## src/rtl/drum_pkg.sv

```systemverilog
package drum_pkg;
  localparam int PULSE_W = 6;

  localparam logic [1:0] SEL_ADDR = 2'd0;
  localparam logic [1:0] SEL_SECT = 2'd1;
  localparam logic [1:0] SEL_CTRL = 2'd2;

  localparam logic [PULSE_W-1:0] LD_MASK  = 6'o27;
  localparam logic [PULSE_W-1:0] LD_MATCH = 6'o06;

  typedef enum logic [1:0] {
    ST_IDLE  = 2'd0,
    ST_ARMED = 2'd1,
    ST_XFER  = 2'd2
  } xfer_state_t;

  typedef struct packed {
    logic ld_addr;
    logic fn_write;
    logic ld_sec;
    logic start;
    logic clr;
  } iot_cmd_t;
endpackage

```

## src/rtl/drum_iot_decode.sv

```systemverilog
module drum_iot_decode
  import drum_pkg::*;
(
  input  logic               iot_valid,
  input  logic [1:0]         iot_dev,
  input  logic [PULSE_W-1:0] iot_pulse,
  input  logic               done,
  input  logic               err,
  output iot_cmd_t           cmd,
  output logic               skip
);
  logic sel_a, sel_s, sel_c;

  always_comb begin
    sel_a = iot_valid && (iot_dev == SEL_ADDR);
    sel_s = iot_valid && (iot_dev == SEL_SECT);
    sel_c = iot_valid && (iot_dev == SEL_CTRL);

    cmd.ld_addr  = sel_a && ((iot_pulse & LD_MASK) == LD_MATCH);
    cmd.fn_write = iot_pulse[5];
    cmd.ld_sec   = sel_s && iot_pulse[2];
    cmd.start    = (sel_s || sel_c) && iot_pulse[2];
    cmd.clr      = (sel_s && iot_pulse[1]) || (sel_c && iot_pulse[2]);

    skip = (sel_s && iot_pulse[0] && done) ||
           (sel_c && iot_pulse[0] && !err);
  end
endmodule

```

## src/rtl/drum_xfer_seq.sv

```systemverilog
module drum_xfer_seq
  import drum_pkg::*;
#(
  parameter int WORD_W    = 18,
  parameter int MA_W      = 16,
  parameter int SEC_W     = 9,
  parameter int WIDX_W    = 8,
  parameter int LOCK_W    = 32,
  parameter int MEM_WORDS = 32768
) (
  input  logic                    clk,
  input  logic                    rst_n,
  input  iot_cmd_t                cmd,
  input  logic [WORD_W-1:0]       acc,
  input  logic                    sector_start,
  input  logic                    drum_present,
  input  logic [LOCK_W-1:0]       wlock,
  output logic                    done,
  output logic                    err,
  output logic                    start_req,
  output logic                    mem_valid,
  input  logic                    mem_ready,
  output logic                    mem_we,
  output logic [MA_W-1:0]         mem_addr,
  output logic [WORD_W-1:0]       mem_wdata,
  input  logic [WORD_W-1:0]       mem_rdata,
  output logic                    drum_re,
  output logic                    drum_we,
  output logic [SEC_W+WIDX_W-1:0] drum_addr,
  output logic [WORD_W-1:0]       drum_wdata,
  input  logic [WORD_W-1:0]       drum_rdata
);
  localparam int GRP_LSB = SEC_W - $clog2(LOCK_W);
  localparam logic [MA_W:0] MEM_LIM = (MEM_WORDS)'(MA_W + 1)'(MEM_WORDS);

  xfer_state_t       st;
  logic [MA_W-1:0]   ma;
  logic [SEC_W-1:0]  sec;
  logic [WIDX_W-1:0] widx;
  logic              fn_wr;

  logic in_xfer, ma_ok, locked, step, fin, lock_hit, start_ok, start_bad;

  always_comb begin
    in_xfer   = (st == ST_XFER);
    ma_ok     = ({1'b0, ma} < MEM_LIM);
    locked    = wlock[sec[SEC_W-1:GRP_LSB]];
    start_ok  = cmd.start && drum_present;
    start_bad = cmd.start && !drum_present;

    mem_valid  = in_xfer && (fn_wr || ma_ok);
    mem_we     = !fn_wr;
    mem_addr   = ma;
    mem_wdata  = drum_rdata;
    drum_addr  = {sec, widx};
    drum_re    = in_xfer && !fn_wr;
    drum_we    = in_xfer && fn_wr && mem_ready && !locked;
    drum_wdata = mem_rdata;

    step     = in_xfer && (mem_valid ? mem_ready : 1'b1);
    fin      = step && (&widx);
    lock_hit = step && fn_wr && locked;
    start_req = start_ok;
  end

  always_ff @(posedge clk or negedge rst_n) begin
    if (!rst_n) begin
      ma    <= '0;
      fn_wr <= 1'b0;
    end else if (cmd.ld_addr) begin
      ma    <= acc[MA_W-1:0];
      fn_wr <= cmd.fn_write;
    end else if (step) begin
      ma <= ma + 1'b1;
    end
  end

  always_ff @(posedge clk or negedge rst_n) begin
    if (!rst_n)          sec <= '0;
    else if (cmd.ld_sec) sec <= acc[SEC_W-1:0];
    else if (fin)        sec <= sec + 1'b1;
  end

  always_ff @(posedge clk or negedge rst_n) begin
    if (!rst_n) begin
      st   <= ST_IDLE;
      widx <= '0;
    end else if (start_ok) begin
      st   <= ST_ARMED;
      widx <= '0;
    end else if (start_bad) begin
      st <= ST_IDLE;
    end else begin
      case (st)
        ST_ARMED: if (sector_start) begin
          st   <= ST_XFER;
          widx <= '0;
        end
        ST_XFER: if (step) begin
          widx <= widx + 1'b1;
          if (&widx) st <= ST_IDLE;
        end
        default: st <= ST_IDLE;
      endcase
    end
  end

  always_ff @(posedge clk or negedge rst_n) begin
    if (!rst_n) begin
      done <= 1'b0;
      err  <= 1'b0;
    end else begin
      if (fin || start_bad) done <= 1'b1;
      else if (cmd.clr)     done <= 1'b0;
      if (lock_hit || start_bad) err <= 1'b1;
      else if (cmd.clr)          err <= 1'b0;
    end
  end

  p_hold_r11: assert property (@(posedge clk) disable iff (!rst_n)
    (mem_valid && !mem_ready && !cmd.ld_addr && !cmd.start)
      |=> (mem_valid && $stable(mem_addr) && $stable(mem_we)));

  p_ma_step_r4: assert property (@(posedge clk) disable iff (!rst_n)
    (step && !cmd.ld_addr) |=> (ma == $past(ma) + 1'b1));

  p_lock_err_r5: assert property (@(posedge clk) disable iff (!rst_n)
    lock_hit |=> err);

  p_sec_next_r6: assert property (@(posedge clk) disable iff (!rst_n)
    (fin && !cmd.ld_sec) |=> (sec == $past(sec) + 1'b1));

  p_done_wins_r10: assert property (@(posedge clk) disable iff (!rst_n)
    fin |=> done);

  p_nodrum_r8: assert property (@(posedge clk) disable iff (!rst_n)
    start_bad |=> (done && err && st == ST_IDLE));

  p_arm_r2: assert property (@(posedge clk) disable iff (!rst_n)
    start_ok |=> (st == ST_ARMED));
endmodule

```

## src/rtl/drum_xfer_engine.sv

```systemverilog
module drum_xfer_engine
  import drum_pkg::*;
#(
  parameter int WORD_W    = 18,
  parameter int MA_W      = 16,
  parameter int SEC_W     = 9,
  parameter int WIDX_W    = 8,
  parameter int LOCK_W    = 32,
  parameter int MEM_WORDS = 32768
) (
  input  logic                    clk,
  input  logic                    rst_n,
  input  logic                    iot_valid,
  input  logic [1:0]              iot_dev,
  input  logic [5:0]              iot_pulse,
  input  logic [WORD_W-1:0]       iot_acc,
  output logic                    iot_skip,
  output logic                    irq,
  output logic                    err_flag,
  output logic                    start_req,
  input  logic                    sector_start,
  input  logic                    drum_present,
  input  logic [LOCK_W-1:0]       wlock,
  output logic                    mem_valid,
  input  logic                    mem_ready,
  output logic                    mem_we,
  output logic [MA_W-1:0]         mem_addr,
  output logic [WORD_W-1:0]       mem_wdata,
  input  logic [WORD_W-1:0]       mem_rdata,
  output logic                    drum_re,
  output logic                    drum_we,
  output logic [SEC_W+WIDX_W-1:0] drum_addr,
  output logic [WORD_W-1:0]       drum_wdata,
  input  logic [WORD_W-1:0]       drum_rdata
);
  iot_cmd_t cmd;
  logic     done_w, err_w;

  drum_iot_decode u_dec (
    .iot_valid (iot_valid),
    .iot_dev   (iot_dev),
    .iot_pulse (iot_pulse),
    .done      (done_w),
    .err       (err_w),
    .cmd       (cmd),
    .skip      (iot_skip)
  );

  drum_xfer_seq #(
    .WORD_W(WORD_W), .MA_W(MA_W), .SEC_W(SEC_W), .WIDX_W(WIDX_W),
    .LOCK_W(LOCK_W), .MEM_WORDS(MEM_WORDS)
  ) u_seq (
    .clk          (clk),
    .rst_n        (rst_n),
    .cmd          (cmd),
    .acc          (iot_acc),
    .sector_start (sector_start),
    .drum_present (drum_present),
    .wlock        (wlock),
    .done         (done_w),
    .err          (err_w),
    .start_req    (start_req),
    .mem_valid    (mem_valid),
    .mem_ready    (mem_ready),
    .mem_we       (mem_we),
    .mem_addr     (mem_addr),
    .mem_wdata    (mem_wdata),
    .mem_rdata    (mem_rdata),
    .drum_re      (drum_re),
    .drum_we      (drum_we),
    .drum_addr    (drum_addr),
    .drum_wdata   (drum_wdata),
    .drum_rdata   (drum_rdata)
  );

  assign irq      = done_w;
  assign err_flag = err_w;

  p_skip_strobe_r2: assert property (@(posedge clk) disable iff (!rst_n)
    iot_skip |-> (iot_valid && iot_pulse[0]));
endmodule

```

## config.mk

```make
export PLATFORM = sky130hd
export DESIGN_NAME = drum_xfer_engine
export DESIGN_NICKNAME = d
export VERILOG_FILES = /design/src/rtl/drum_pkg.sv /design/src/rtl/drum_iot_decode.sv /design/src/rtl/drum_xfer_seq.sv /design/src/rtl/drum_xfer_engine.sv
export SDC_FILE = /design/constraint.sdc
export NUM_CORES = 1
export LEC_CHECK = 0
export BUFFER_PORTS_ARGS = -buffer_cell sky130_fd_sc_hd__buf_2
export CAP_MARGIN = 20
export CORE_MARGIN = 5
export CORE_UTILIZATION = 40
export DETAILED_ROUTE_END_ITERATION = 12
export MAX_ROUTING_LAYER = met4
export PLACE_DENSITY = 0.76
export SETUP_SLACK_MARGIN = 0.05
export SYNTH_ARGS = -nofsm -noshare
export SYNTH_HDL_FRONTEND = slang
export SYNTH_SLANG_ARGS = --single-unit
```

## constraint.sdc

```tcl
create_clock -name clk -period 2.9 [get_ports clk]
set_input_delay 0.145 -clock clk [delete_from_list [all_inputs] [get_ports clk]]
set_output_delay 0.145 -clock clk [all_outputs]
set_load 0.05 [all_outputs]
```

==> summary.txt <==
Timing
  • Max Transition Viols Final: 0
  • Final hold violation count: 0
  • RSZ-0062 raised after global routing: no
  • Total Neg Setup Slack: 0 ps
  • Clock Skew: 8.53 ps
  • Worst-margin pin slew: slightly below 900 ps
  • Final Cycle Share: 87.7%
  • Worst hold margin: 60.9 ps
  • Slew headroom: 42.1%
  • Final setup fails: 0
  • F_max: roughly 400 MHz
  • Crit path time final: 2540 ps

Synthesis
  • EDFF count, synth: 0
  • YS warnings: 0
  • Main flop type after synthesis: dfrtp_1
  • Register area share after synthesis: about a third
  • Synth area leader: dfrtp_1
  • Synth unique cells: 56
  • Syn_nets: approximately 420
  • Ys async rst share: 100%
  • Count leader, synth: dfrtp_1
  • #FFs+latches synth: 38
  • Most instantiated cells after synthesis: dfrtp_1, buf_4, nand2_1
  • Avg Cell Area, Syn: a little under 9 sq um
  • Largest cells by area after synthesis: dfrtp_1, buf_4, nand2_1, xor2_1, xnor2_1
  • Cell count after synthesis: 310
  • Synth Cell Area: 2760 sq um
  • Synth top area share: 34.5%

Critical path
  • Critical Path End Type: output port
  • Critical path type: register to output port
  • Slowest stage delay, CP: 680 ps
  • Crit-path cells: buf_4 > mux4_2 > o21ai_1 > a32oi_1 > nor2b_1 > buf_2
  • CP Max Fanout: 13
  • Slowest CP cell: dfrtp_1
  • Worst Path Arrival: 2400 ps
  • CP Data Required Time: approximately 2800 ps
  • Type of origin of the critical path: register

Cells and area
  • Ratio of cells with drive above 1 in the final layout: between 30% and 40%
  • Finished Layout Cells: 456
  • Filler cells: 682
  • Nets: 480
  • ANT cells: 0
  • Final cell utilization of the core: 47.0%
  • Layout area overhead: 15.0%

CTS
  • CTS sink count: 38
  • Clock root cell: clkbuf_8
  • Clock tree from TritonCTS: built
  • Num CTS Buffers: 5
  • Clock buffer depth: 2
  • H-tree depth: 2
  • Skew-Pair Late Insertion Delay: between 200 and 300 ps
  • Clock transition at path regs: 80 ps

Power
  • Static leakage: 1.50 nW
  • Pwr/cell area: slightly above 600 nW/um^2
  • Total design power: 1.94 mW
  • Worst IR Drop VDD: 0.000286 V

Placed design
  • Placed insts: 447
  • Routability congestion estimate: 0.822
  • Hpwl dp: around 5.5 mm
  • Port Buffers: 101

Global route
  • Initial antenna violation count: 0
  • Largest net degree at the start of global routing: 39
  • Number of global-route vias before repair: 2481
  • Total GRT Usage: 16.7%
  • Gr ovfl total: 0
  • Global-route wire length before repair: 11.5 mm

Die
  • Full die area: slightly below 9000 sq um
  • Initial Utilization: 40.9%
  • Die H: a little over 90 microns
  • Row count: 30
  • Top Ports: around 180
  • Core area: 6760 sq um
  • Chip width: 93.1 microns

Route
  • Drt total wl: 6.99 mm
  • Vias: around 2400
  • DR pass1 iterations: 4
  • Via/cell ratio: 5.34
  • DRC: 0
  • Post-route ant nets: 0
  • WL/cell: 15.3 microns
  • Initial drt markers: 126

Worst hold path
  • Hold Path Class: input pin to register

Flow run
  • Max Cap Violations: 0

Outcome
  • Status: finished, final reports clean
-- registers in the layout, summed over array words and instances (netlist names) --
signal and count:
u_seq.fn_wr 1, u_seq.widx 8, u_seq.st 2, u_seq.sec 9, u_seq.done 1, u_seq.mem_addr 16
u_seq.err 1
-- per-layer routing --
layer  share of wire [%]  global-route usage [%]  up-vias
met2                  49                    27.8       85
li1                    -                       -     1191
met5                   0                       -        -
met1                  42                    19.9     1132
met3                 7.4                    3.06       28
met4                 2.2                    6.96        0
-- path summary, 6_finish.rpt --
check,slack [ps],from,to,cells past startpoint
setup / recovery,360,u_seq.sec[4],drum_we,6
hold / removal,60,iot_acc[12],u_seq.mem_addr[12],3
setup reg to reg,740,u_seq.sec[4],u_seq.err,5
hold reg to reg,510,u_seq.widx[7],u_seq.widx[7],1
max in group asynchronous,1850,rst_n,u_seq.mem_addr[3],2
min in group asynchronous,510,rst_n,u_seq.widx[3],2
-- cell type report --
cell class | instances | area, sq um | share of cell area (%)
clock buffer | 5 | 68.8 | 2.17
tap | 80 | 100 | 3.15
sequential | 38 | 951 | 30.0
timing repair buffer | 104 | 531 | 16.7
clock inverter | 3 | 45.0 | 1.42
multi-input combinational | 216 | 1440 | 45.4
inverter | 10 | 37.5 | 1.18
-- timing repair --
item / in CTS / in global routing
endpoints found under the hold margin: 38 / 0
setup buffers: 0 / 0
resized for setup: 0 / 0
hold buffers: 1 / 0
-- critical path, delay by kind of cell (launching register included) --
family | cells | cell delay [ps]
compound gates | 2 | 230
flops | 1 | 680
simple gates | 1 | 150
mux | 1 | 510
buf+inv | 2 | 530
-- layout by cell type (no fill, tap or decap), types with 2 or more instances in the layout --
cell type / count
clkinvlp_4: 2
a221oi_1: 2
mux2_2: 2
o41ai_1: 2
and4_1: 3
nand2_1: 33
xor2_1: 12
clkbuf_8: 5
nor2b_1: 7
nand3_1: 14
xnor2_1: 11
dfrtp_1: 38
and3_1: 4
mux4_1: 2
ha_1: 5
buf_4: 2
and2_1: 5
nor3_1: 2
nand4_1: 8
o2111ai_1: 2
buf_2: 101
o21ai_1: 18
o21ai_0: 10
a21oi_1: 9
mux2i_1: 8
mux4_2: 2
inv_1: 10
nor2_1: 25
a31oi_1: 3
o31ai_1: 3
nor3_4: 2
-- kinds of logic (layout without fill, tap and decap cells) --
| logic type | after synthesis | after routing | synth area share [%] |
|---|---|---|---|
| buf+inv | 56 | 122 | 13.6 |
| simple gates | 113 | 113 | 20.9 |
| fa+ha+maj | 5 | 5 | 2.27 |
| mux | 15 | 15 | 7.80 |
| compound gates | 60 | 60 | 13.8 |
| flops | 38 | 38 | 34.5 |
| xor+xnor | 23 | 23 | 7.30 |
-- power by group --
group          leakage, nW  total, mW  switching, mW  internal [mW]
Combinational        0.967      0.751          0.503          0.247
Sequential           0.482      0.737          0.125          0.611
Clock               0.0504      0.453          0.197          0.256
Total                 1.50       1.94          0.826           1.11
-- metrics by stage --
stage	cell area [sq um]	worst slack, ps
3_5_place_dp	3050	657
3_3_place_gp	3050	701
4_1_cts	3170	308
5_1_grt	3170	201
6_report	3170	357
2_1_floorplan	2760	411
Note: power is estimated with default switching activity, not from simulation.
